## src/rtl/disp_pkg.sv

```systemverilog
package disp_pkg;

    typedef logic [6:0] seg_t;

    localparam seg_t SEG_FULL = 7'h7F;
    localparam seg_t SEG_NONE = 7'h00;

    // bit 0 = a ... bit 6 = g
    function automatic seg_t bcd_to_seg(input logic [3:0] val);
        seg_t pat;
        case (val)
            4'd0:    pat = 7'h3F;
            4'd1:    pat = 7'h06;
            4'd2:    pat = 7'h5B;
            4'd3:    pat = 7'h4F;
            4'd4:    pat = 7'h66;
            4'd5:    pat = 7'h6D;
            4'd6:    pat = 7'h7D;
            4'd7:    pat = 7'h07;
            4'd8:    pat = 7'h7F;
            4'd9:    pat = 7'h6F;
            default: pat = SEG_NONE;
        endcase
        return pat;
    endfunction

endpackage

```

## src/rtl/disp_scan_timer.sv

```systemverilog
module disp_scan_timer #(
    parameter int N_DIGITS   = 8,
    parameter int SLOT_TICKS = 125,
    parameter int GAP_TICKS  = 3
) (
    input  logic                        clk,
    input  logic                        rst_n,
    input  logic                        tick,
    output logic [$clog2(N_DIGITS)-1:0] idx,
    output logic                        lit
);
    localparam int IDX_W = $clog2(N_DIGITS);
    localparam int CNT_W = $clog2(SLOT_TICKS);
    localparam logic [CNT_W-1:0] CNT_LAST = CNT_W'(SLOT_TICKS - 1);
    localparam logic [CNT_W-1:0] CNT_GAP  = CNT_W'(GAP_TICKS);
    localparam logic [IDX_W-1:0] IDX_LAST = IDX_W'(N_DIGITS - 1);

    typedef struct packed {
        logic [CNT_W-1:0] cnt;
        logic [IDX_W-1:0] idx;
    } scan_st_t;

    scan_st_t st_d, st_q;

    always_comb begin
        st_d = st_q;
        if (tick) begin
            if (st_q.cnt == CNT_LAST) begin
                st_d.cnt = '0;
                st_d.idx = (st_q.idx == IDX_LAST) ? '0 : st_q.idx + IDX_W'(1);
            end else begin
                st_d.cnt = st_q.cnt + CNT_W'(1);
            end
        end
    end

    always_ff @(posedge clk or negedge rst_n) begin
        if (!rst_n) st_q <= '0;
        else        st_q <= st_d;
    end

    assign idx = st_q.idx;
    assign lit = (st_q.cnt >= CNT_GAP);

    AST_IDX_ADVANCE: assert property (@(posedge clk) disable iff (!rst_n)
        (st_q.idx != $past(st_q.idx)) |->
            ($past(tick) && (st_q.idx == (($past(st_q.idx) == IDX_LAST) ? '0 : $past(st_q.idx) + IDX_W'(1)))));

    AST_CNT_IDLE: assert property (@(posedge clk) disable iff (!rst_n)
        !tick |=> $stable(st_q.cnt));

endmodule

```

## src/rtl/disp_zero_blank.sv

```systemverilog
module disp_zero_blank #(
    parameter int N_DIGITS = 8
) (
    input  logic [4*N_DIGITS-1:0]       digit_bcd,
    input  logic [$clog2(N_DIGITS)-1:0] dp_sel,
    input  logic                        ovf,
    output logic [N_DIGITS-1:0]         blank
);
    localparam int IDX_W = $clog2(N_DIGITS);

    // walk from the most significant digit downward; suppression
    // survives only while each digit is zero and above the point
    always_comb begin
        logic run;
        run   = !ovf;
        blank = '0;
        for (int i = N_DIGITS - 1; i >= 0; i--) begin
            run      = run && (digit_bcd[i*4 +: 4] == 4'd0) && (IDX_W'(i) > dp_sel);
            blank[i] = run;
        end
    end

endmodule

```

## src/rtl/disp_glyph_sel.sv

```systemverilog
module disp_glyph_sel
    import disp_pkg::*;
#(
    parameter int N_DIGITS = 8
) (
    input  logic [4*N_DIGITS-1:0]       digit_bcd,
    input  logic [N_DIGITS-1:0]         blank,
    input  logic [$clog2(N_DIGITS)-1:0] idx,
    input  logic [$clog2(N_DIGITS)-1:0] dp_sel,
    input  logic                        ovf,
    output seg_t                        seg,
    output logic                        dp
);
    localparam int IDX_W = $clog2(N_DIGITS);

    seg_t                seg_arr [N_DIGITS];
    logic [N_DIGITS-1:0] dp_arr;

    for (genvar i = 0; i < N_DIGITS; i++) begin : g_dig
        assign seg_arr[i] = blank[i] ? SEG_NONE : bcd_to_seg(digit_bcd[i*4 +: 4]);
        if (i == N_DIGITS - 1) begin : g_msd
            assign dp_arr[i] = (dp_sel == IDX_W'(i)) || ovf;
        end else begin : g_low
            assign dp_arr[i] = (dp_sel == IDX_W'(i));
        end
    end

    assign seg = seg_arr[idx];
    assign dp  = dp_arr[idx];

endmodule

```

## src/rtl/disp_scan_driver.sv

```systemverilog
module disp_scan_driver
    import disp_pkg::*;
#(
    parameter int N_DIGITS   = 8,
    parameter int SLOT_TICKS = 125,
    parameter int GAP_TICKS  = 3
) (
    input  logic                        clk,
    input  logic                        rst_n,
    input  logic                        scan_tick,
    input  logic [4*N_DIGITS-1:0]       digit_bcd,
    input  logic [$clog2(N_DIGITS)-1:0] dp_sel,
    input  logic                        ovf_flag,
    input  logic                        test_en,
    input  logic                        off_en,
    output logic [6:0]                  seg_out,
    output logic                        dp_out,
    output logic [N_DIGITS-1:0]         dig_strobe
);
    localparam int IDX_W = $clog2(N_DIGITS);
    localparam logic [IDX_W-1:0] IDX_MSD = IDX_W'(N_DIGITS - 1);

    typedef struct packed {
        logic [N_DIGITS-1:0] strobe;
        seg_t                seg;
        logic                dp;
    } drive_t;

    logic [IDX_W-1:0]    scan_idx;
    logic                scan_lit;
    logic [N_DIGITS-1:0] blank;
    seg_t                glyph_seg;
    logic                glyph_dp;
    drive_t              drv_d, drv_q;

    disp_scan_timer #(
        .N_DIGITS  (N_DIGITS),
        .SLOT_TICKS(SLOT_TICKS),
        .GAP_TICKS (GAP_TICKS)
    ) u_timer (
        .clk  (clk),
        .rst_n(rst_n),
        .tick (scan_tick),
        .idx  (scan_idx),
        .lit  (scan_lit)
    );

    disp_zero_blank #(
        .N_DIGITS(N_DIGITS)
    ) u_blank (
        .digit_bcd(digit_bcd),
        .dp_sel   (dp_sel),
        .ovf      (ovf_flag),
        .blank    (blank)
    );

    disp_glyph_sel #(
        .N_DIGITS(N_DIGITS)
    ) u_glyph (
        .digit_bcd(digit_bcd),
        .blank    (blank),
        .idx      (scan_idx),
        .dp_sel   (dp_sel),
        .ovf      (ovf_flag),
        .seg      (glyph_seg),
        .dp       (glyph_dp)
    );

    always_comb begin
        drv_d = '0;
        if (!off_en && scan_lit) begin
            drv_d.strobe[scan_idx] = 1'b1;
            if (test_en) begin
                drv_d.seg = SEG_FULL;
                drv_d.dp  = 1'b1;
            end else begin
                drv_d.seg = glyph_seg;
                drv_d.dp  = glyph_dp;
            end
        end
    end

    always_ff @(posedge clk or negedge rst_n) begin
        if (!rst_n) drv_q <= '0;
        else        drv_q <= drv_d;
    end

    assign dig_strobe = drv_q.strobe;
    assign seg_out    = drv_q.seg;
    assign dp_out     = drv_q.dp;

    AST_ONE_STROBE: assert property (@(posedge clk) disable iff (!rst_n)
        $onehot0(dig_strobe));

    AST_DARK_WITHOUT_STROBE: assert property (@(posedge clk) disable iff (!rst_n)
        (dig_strobe == '0) |-> ((seg_out == '0) && !dp_out));

    AST_OFF_DARK: assert property (@(posedge clk) disable iff (!rst_n)
        off_en |=> ((dig_strobe == '0) && (seg_out == '0) && !dp_out));

    AST_TEST_FULL: assert property (@(posedge clk) disable iff (!rst_n)
        (test_en && !off_en && scan_lit) |=> ((seg_out == SEG_FULL) && dp_out));

    AST_OVF_NO_BLANK: assert property (@(posedge clk) disable iff (!rst_n)
        ovf_flag |-> (blank == '0));

    AST_OVF_POINT: assert property (@(posedge clk) disable iff (!rst_n)
        (ovf_flag && !off_en && scan_lit && (scan_idx == IDX_MSD)) |=> dp_out);

endmodule

```

## config.mk

```make
export PLATFORM = sky130hd
export DESIGN_NAME = disp_scan_driver
export DESIGN_NICKNAME = d
export VERILOG_FILES = /design/src/rtl/disp_pkg.sv /design/src/rtl/disp_scan_timer.sv /design/src/rtl/disp_zero_blank.sv /design/src/rtl/disp_glyph_sel.sv /design/src/rtl/disp_scan_driver.sv
export SDC_FILE = /design/constraint.sdc
export NUM_CORES = 1
export LEC_CHECK = 0
export ABC_AREA = 1
export ABC_CLOCK_PERIOD_IN_PS = 3400
export BUFFER_PORTS_ARGS = -buffer_cell sky130_fd_sc_hd__buf_2
export CAP_MARGIN = 20
export CELL_PAD_IN_SITES_DETAIL_PLACEMENT = 1
export CELL_PAD_IN_SITES_GLOBAL_PLACEMENT = 2
export CORE_UTILIZATION = 33
export CTS_CLUSTER_SIZE = 24
export DETAILED_ROUTE_END_ITERATION = 10
export PLACE_DENSITY_LB_ADDON = 0.1
export SYNTH_ARGS = -nofsm -noshare
export SYNTH_HDL_FRONTEND = slang
export SYNTH_HIERARCHICAL = 1
export SYNTH_SLANG_ARGS = --single-unit
```

## constraint.sdc

```tcl
create_clock -name clk -period 3.4 [get_ports clk]
set_input_delay 0.34 -clock clk [delete_from_list [all_inputs] [get_ports clk]]
set_output_delay 0.34 -clock clk [all_outputs]
set_load 0.02 [all_outputs]
```

==> impl_metrics.toml, run 1 <==
[status]
status = "completed"

[layout]
syn2layout_area_growth_pct = 13.0
antenna_cells = 0
final_common_cell = "nand2_1"
finalNetCount = 654
fillCellCount = 1288
finalNonFillerCells = 696
regArea_um2 = 651
multi_input_area_um2 = 2190
drive_gt1_share_pct = 14.8
final_cell_mix = "148 x nand2_1, 94 x nand3_1, 78 x inv_1"
utilization_pct = 39.0

[logic_synthesis]
yosys.area.top_type = "dfrtp_1"
synth_top_family_by_area = "simple AND/OR/NAND/NOR gates"
synthXorXnorAreaFrac_pct = 0.817
yosys.area.top_type_share_pct = 20.2
synth_enable_flop_cells = 0
ys_seq_area_share_pct = 20.2
synth_fa_ha_area_share_pct = 17.1
ys_types = 33
netlist_area_um2 = 3220
synth-simple-area-share_pct = 47.1
synth_compound_area_share_pct = 2.96
ys_async_sr_fraction_pct = 100
synthCells = 518
synth_area_leaders = "dfrtp_1 20%, nand2_1 17%, ha_1 17%"
yosys_register_bits = 26
synth-main-ff-cell = "dfrtp_1"
synth_mux_area_share_pct = 0
syn_area_per_cell_um2 = 6.21
syn-num-nets = 603
ys.warnings.count = 6

[placement]
hpwl_um = 7500
portBuffers = 56
routabilityCongestion = 0.798
dp.cells = 693

[global_route]
grt_pass1_vias = 3305
grt_use_total_pct = 18.1
grt_max_degree = 27
antenna_found_initial = 0
grt_pass1_wl_um = 14900
overflow = 0

[clocking]
cts_tree = "done"
cts-buffers-inserted = 3
cts_root_buffer = "clkbuf_8"
cts.sink_count = 26
htreeDepth = 1
post_cts_resized = 0
clk_pin_slew_ns = 0.09
worstSkewPairLatency_ns = 0.26
clk_path_buf_depth = 2
postCtsHoldBufs = 0
cts_setup_buffers = 0

[die]
start_util_pct = 34.5
die_w_um = 101
coreArea_um2 = 9330
rows = 35
design.die.area_um2 = 10100
die_h_um = 101
num_io_pins = 57

[sta]
drv_slew = 0
worst_slew_pin_slew_ns = 0.622
period_share_pct = 56.3
finalHoldViolCount = 0
fmax_ghz = 0.522
rsz0062_at_grt = "no"
setup_violations = 0
fin_crit_ns = 1.92
slew_headroom_pct = 58.6
fin_setup_tns_ns = 0
fin_skew_ns = 0.00597

[routing]
vias = 3261
wire_per_inst_um = 12.6
routed_via_density = 4.69
antenna_left = 0
firstDrtPassIters = 4
drtIter0Drc = 55
drc = 0
drt_wl_total_um = 8800

[flow_run]
drv_cap = 0

[setup_path]
worstReg2RegStart = "u_timer/idx[0]"
end_kind = "flop"
startpoint_type = "flop"
crit_arrival_ns = 2.11
reg2regPathDepth = 8
criticalPathCategory = "reg2reg"
required_ns = 3.60
crit_fanout = 15
rr_endpoint = "seg_out[1]"
reg2reg_slack_ns = 1.48

[min_path]
hold_path_class = "in2async"

[power]
leakagePower_nw = 2.07
p_per_area_nw_per_um2 = 289
irDropWorstVdd_v = 0.000136
[logic make-up after synthesis]
group	count (synthesis)
AO/OA/AOI/OAI	15
XOR/XNOR	3
adder cells (fa/ha/maj)	44
buffers and inverters	90
flip-flops	26
other	1
AND/OR/NAND/NOR	339
[cell type report]
cell class	instances	share of cell area (%)
clock buffer	3	1.14
inverter	79	8.30
multi-input combinational	402	60.3
sequential	26	17.9
tap	129	4.44
timing repair buffer	57	7.92
[stage by stage]
step	area [µm²]	hold slack, ns	power (mW)	worst slack (ns)
2_1_floorplan	3220	0.0444	0.740	1.68
5_1_grt	3630	0.119	1.15	1.18
4_1_cts	3630	0.0797	1.07	1.43
3_5_place_dp	3590	0.373	0.897	1.22
6_report	3630	0.0745	1.05	1.48
3_3_place_gp	3590	0.364	0.879	1.24
[how the worst max path moves through the flow]
stage                              start          to  cells past startpoint
after floorplan            digit_bcd[24]  seg_out[6]                     15
after global placement     digit_bcd[24]  seg_out[0]                     16
after detailed placement   digit_bcd[24]  seg_out[0]                     16
after CTS                 u_timer/idx[0]  seg_out[1]                      8
after global routing      u_timer/idx[0]  seg_out[1]                      8
final                     u_timer/idx[0]  seg_out[1]                      8
[Yosys cell counts, types with 3 or more instances]
cell	n
nand4_1	5
inv_1	78
dfrtp_1	26
nand2_1	148
nor2_2	5
a21oi_1	8
nand3_1	94
nor2_1	64
o21ai_0	3
nand3b_1	3
ha_1	44
buf_4	6
nand2_2	3
or2_2	7
xor2_1	3
[registers in the layout (all words and copies together), names as in the netlist]
name / count
seg_out: 7
u_timer/idx: 3
dp_out: 1
u_timer/st_q: 7
dig_strobe: 8
[critical path: stages, from the launching register on]
cell	delay, ns
dfrtp_1	0.75
nand2_1	0.15
nor2_1	0.34
nand2_1	0.12
nand3_1	0.14
nand3_1	0.11
nand2_1	0.10
nor2_1	0.04
nor2_1	0.10
[per-layer routing]
metal	up-vias	GRT usage (%)	share of wire, %
met5	-	0	0
met4	0	3.01	0.43
met3	2	0.624	2.1
met2	48	32.0	47
met1	1507	24.8	50
li1	1704	-	-
[power breakdown]
group | switching, mW | internal (mW) | leakage (nW)
sequential | 0.0592 | 0.360 | 0.336
clock | 0.0893 | 0.0792 | 0.0216
combinational | 0.302 | 0.161 | 1.71
Note: power is estimated with default switching activity, not from simulation.
==> inputs of run 2 (changes only) <==
--- a/config.mk
+++ b/config.mk
@@ -6,12 +6,12 @@
 export NUM_CORES = 1
 export LEC_CHECK = 0
 export ABC_AREA = 1
-export ABC_CLOCK_PERIOD_IN_PS = 3400
+export ABC_CLOCK_PERIOD_IN_PS = 1900
 export BUFFER_PORTS_ARGS = -buffer_cell sky130_fd_sc_hd__buf_2
 export CAP_MARGIN = 20
 export CELL_PAD_IN_SITES_DETAIL_PLACEMENT = 1
 export CELL_PAD_IN_SITES_GLOBAL_PLACEMENT = 2
-export CORE_UTILIZATION = 33
+export CORE_UTILIZATION = 30
 export CTS_CLUSTER_SIZE = 24
 export DETAILED_ROUTE_END_ITERATION = 10
 export PLACE_DENSITY_LB_ADDON = 0.1
==> constraint.sdc (replaced) <==
create_clock -name clk -period 1.9 [get_ports clk]
set_input_delay 0.19 -clock clk [delete_from_list [all_inputs] [get_ports clk]]
set_output_delay 0.19 -clock clk [all_outputs]
set_load 0.02 [all_outputs]
==> run 2 against run 1 <==
Critical path depth grew 2; worst hold slack gained 0.18 ns; count of clock-buffer cells in the layout is the same; largest cell class unchanged; setup slack lost 1.3 ns; routed wire length grew 3.1%.
==> impl_metrics.toml, run 2 (synthesis results as in run 1) <==
[layout]
largest_register_ffs = 8
syn2layout_area_growth_pct = 17.9
fillCellCount = 1431
final_common_cell = "nand2_1"
multi_input_area_um2 = 2200
regArea_um2 = 651
antenna_cells = 0
utilization_pct = 36.6
final_cell_mix = "148 x nand2_1, 94 x nand3_1, 78 x inv_1"
finalNetCount = 669
drive_gt1_share_pct = 17.0

[die]
coreArea_um2 = 10400
rows = 37
die_h_um = 106
design.die.area_um2 = 11100
start_util_pct = 31.0
die_w_um = 106
num_io_pins = 57

[global_route]
grt_pass1_vias = 3440
grt_pass1_wl_um = 15500
overflow = 0
grt_max_degree = 27
antenna_found_initial = 0
grt_use_total_pct = 17.0

[placement]
hpwl_um = 7760
portBuffers = 56
routabilityCongestion = 0.776

[routing]
drt_wl_total_um = 9070
drc = 0
drtIter0Drc = 82
firstDrtPassIters = 4
vias = 3297
wire_per_inst_um = 12.6
antenna_left = 0
routed_via_density = 4.59

[setup_path]
crit_fanout = 12
end_kind = "flop"
startpoint_type = "flop"
criticalPathCategory = "reg2reg"
crit_arrival_ns = 1.90
required_ns = 2.11
reg2reg_slack_ns = 0.21

[clocking]
htreeDepth = 1
clk_pin_slew_ns = 0.09
cts_setup_buffers = 0
clk_path_buf_depth = 2
cts.sink_count = 26
cts_tree = "done"
cts-buffers-inserted = 3
cts_root_buffer = "clkbuf_8"
worstSkewPairLatency_ns = 0.27

[power]
seqPwrFrac_pct = 35.8
irDropWorstVdd_v = 0.000391
clkPwrFrac_pct = 21.9
leakagePower_nw = 2.16
sw_frac_of_total_pct = 40.2
p_int_mw = 1.24
power.switching_mw = 0.831
p_comb_share_pct = 42.3
p_per_area_nw_per_um2 = 546
power_mw = 2.07

[sta]
fin_hold_ws_ns = 0.254
fin_skew_ns = 0.00313
worst_slew_pin_slew_ns = 0.574
fmax_ghz = 0.591
period_share_pct = 89.0
finalHoldViolCount = 0
setup_violations = 0
rsz0062_at_grt = "no"
fin_crit_ns = 1.69
fin_setup_tns_ns = 0
slew_headroom_pct = 61.7
drv_slew = 0

[min_path]
hold_path_class = "in2reg"

[flow_run]
drv_cap = 0

[status]
status = "completed"
run 2: changes by cell type in the layout (fill, tap and decap cells not counted):
cell | before | now
bufinv_16 | 0 | 1
nor2_4 | 1 | 2
dlygate4sd3_1 | 0 | 1
nor2_2 | 5 | 4
buf_4 | 1 | 15
run 2: path summary, 6_finish.rpt:
path                                    to       startpoint  cells past startpoint
setup reg to reg                seg_out[6]   u_timer/idx[0]                     10
max in group asynchronous  u_timer/st_q[4]            rst_n                      2
hold reg to reg            u_timer/st_q[3]  u_timer/st_q[3]                      2
setup / recovery                seg_out[6]   u_timer/idx[0]                     10
hold / removal              u_timer/idx[1]        scan_tick                      3
min in group asynchronous    dig_strobe[5]            rst_n                      2
run 2: critical path, stage by stage, from the launching register on:
cell      delay [ns]
dfrtp_1         0.38
buf_4           0.19
clkinv_4        0.08
nand2_1         0.05
nor2_1          0.31
o21ai_0         0.17
nand3_1         0.14
nand3_1         0.08
nand2_1         0.07
nor2_1          0.05
nor2_1          0.10
run 2: through the flow:
stage          std cells  area, µm²  setup WS, ns
6_report             719       3790         0.208
2_1_floorplan        518       3220         0.335
3_5_place_dp         714       3710       -0.0808
4_1_cts              719       3790         0.197
5_1_grt              719       3790       0.00308
3_3_place_gp         714       3710       -0.0543
run 2: area by class of cell:
type / instances / share of cell area [%]
flip-flops and latches: 26 / 17.2
repair buffers: 72 / 10.6
well taps: 136 / 4.49
clock buffers: 3 / 1.09
inverters: 79 / 7.95
clock inverters: 1 / 0.792
multi-input cells: 402 / 57.9
run 2: power by group through the flow:
stage / combinational [mW] / sequential, mW / clock [mW]
final: 0.874 / 0.742 / 0.453
after global routing: 1.01 / 0.757 / 0.489
after CTS: 0.893 / 0.741 / 0.471
after detailed placement: 0.886 / 0.749 / 0
after global placement: 0.854 / 0.747 / 0
after floorplan: 0.568 / 0.757 / 0
run 2: per-layer routing:
metal  vias to the layer above  track usage, %  share of wire, %
met2                        41            31.5                49
li1                       1735               -                 -
met1                      1517            22.1                48
met5                         -               0                 0
met4                         0            2.38              0.53
met3                         4           0.928               2.0
run 2: repair_timing:
item | in CTS | in global routing
hold buffers | 1 | 0
hold endpoints to repair | 26 | 0
endpoints found under the setup margin | 0 | 1
gates resized for setup | 0 | 1
==> inputs of run 3 (changes only) <==
==> constraint.sdc (replaced) <==
create_clock -name clk -period 1.9 [get_ports clk]
set_input_delay 0.095 -clock clk [delete_from_list [all_inputs] [get_ports clk]]
set_output_delay 0.095 -clock clk [all_outputs]
set_load 0.02 [all_outputs]
==> run 3 against run 2 <==
Core utilization is the same; sequential share of layout area is the same; final cell count shrank 0.28%; non-clock buffer count shrank 2; count of clock-buffer cells in the layout is the same; first-iteration DRC count grew 3.7%; design area is the same; critical path type unchanged; critical endpoint is now seg_out[2]; largest cell class unchanged; largest power group unchanged.
==> impl_metrics.toml, run 3 (synthesis results as in run 1) <==
[power]
leakagePower_nw = 2.15
power_mw = 2.08
p_per_area_nw_per_um2 = 547
irDropWorstVdd_v = 0.000354

[layout]
final_common_cell = "nand2_1"
largest_register_ffs = 8
finalNetCount = 667
final_cell_mix = "148 x nand2_1, 94 x nand3_1, 78 x inv_1"
syn2layout_area_growth_pct = 17.9
utilization_pct = 36.6
antenna_cells = 0
drive_gt1_share_pct = 17.2

[die]
die_w_um = 106
rows = 37
coreArea_um2 = 10400
die_h_um = 106
start_util_pct = 31.0
num_io_pins = 57
design.die.area_um2 = 11100

[sta]
slew_headroom_pct = 61.2
drv_slew = 0
finalHoldViolCount = 0
setup_violations = 0
worst_slew_pin_slew_ns = 0.581
period_share_pct = 88.6
fmax_ghz = 0.594
fin_crit_ns = 1.68
fin_skew_ns = 0.00594
rsz0062_at_grt = "no"
fin_setup_tns_ns = 0

[routing]
drtIter0Drc = 85
wire_per_inst_um = 12.7
drt_wl_total_um = 9140
routed_via_density = 4.56
firstDrtPassIters = 4
antenna_left = 0
vias = 3268
drc = 0

[setup_path]
crit_arrival_ns = 1.89
crit_fanout = 12
criticalPathCategory = "reg2reg"
startpoint_type = "flop"
end_kind = "flop"
reg2reg_slack_ns = 0.22
required_ns = 2.11

[flow_run]
drv_cap = 0

[clocking]
htreeDepth = 1
cts_root_buffer = "clkbuf_8"
worstSkewPairLatency_ns = 0.27
cts_tree = "done"
cts_setup_buffers = 0
cts-buffers-inserted = 3
clk_path_buf_depth = 2
clk_pin_slew_ns = 0.09
cts.sink_count = 26

[global_route]
grt_pass1_vias = 3336
grt_use_total_pct = 17.1
antenna_found_initial = 0
overflow = 0
grt_max_degree = 27
grt_pass1_wl_um = 15600

[status]
status = "completed"

[min_path]
hold_path_class = "in2reg"

[placement]
hpwl_um = 7790
portBuffers = 56
routabilityCongestion = 0.818
[run 3: cell type report]
cell class                      instances  area [µm²]
Clock buffer                            3        41.3
Clock inverter                          1        30.0
Fill cell                            1417        6580
Inverter                               79         302
Multi-Input combinational cell        402        2200
Sequential cell                        26         651
Tap cell                              136         170
Timing Repair Buffer                   70         400
[run 3: path summary, 6_finish.rpt]
path                       depth (start not counted)              end       startpoint
max                                               10       seg_out[2]   u_timer/idx[0]
min                                                3  u_timer/st_q[3]        scan_tick
max reg2reg                                       10       seg_out[2]   u_timer/idx[0]
min reg2reg                                        2  u_timer/st_q[3]  u_timer/st_q[3]
max in group asynchronous                          2   u_timer/idx[0]            rst_n
min in group asynchronous                          2    dig_strobe[3]            rst_n
[run 3: per-layer routing]
| layer | vias to the layer above | track usage, % | wire length, µm |
|---|---|---|---|
| met4 | 0 | 3.17 | 68 |
| met3 | 4 | 0.928 | 201 |
| met5 | - | 0 | 0 |
| met1 | 1482 | 23.0 | 4540 |
| li1 | 1736 | - | - |
| met2 | 46 | 30.3 | 4330 |
[run 3: worst max-delay path, stage by stage, from the launching register on]
cell	delay, ns
dfrtp_1	0.47
buf_12	0.18
clkinv_4	0.06
nand2_1	0.06
nor2_2	0.20
o21ai_0	0.15
nand3_1	0.13
nand3_1	0.13
nand2_1	0.10
nor2_1	0.04
nor2_1	0.10
[run 3: per-stage QoR]
step / instance area (µm²) / hold WS, ns / setup WS [ns] / instances
after floorplan: 3220 / -0.201 / 0.406 / 518
after global placement: 3700 / 0.129 / 0.0189 / 712
after detailed placement: 3700 / 0.133 / -0.00368 / 712
after CTS: 3780 / 0.159 / 0.146 / 717
after global routing: 3790 / 0.158 / 0.0416 / 717
final: 3790 / 0.166 / 0.217 / 717
[run 3: where the power goes]
| group | switching, mW | internal, mW | total [mW] |
|---|---|---|---|
| clock | 0.175 | 0.282 | 0.457 |
| sequential | 0.0986 | 0.644 | 0.743 |
| combinational | 0.558 | 0.319 | 0.876 |
[run 3: repair_timing]
item	in CTS	in global routing
hold endpoints to repair	26	0
setup endpoints to repair	0	3
gates resized for setup	0	3
hold buffers	1	0
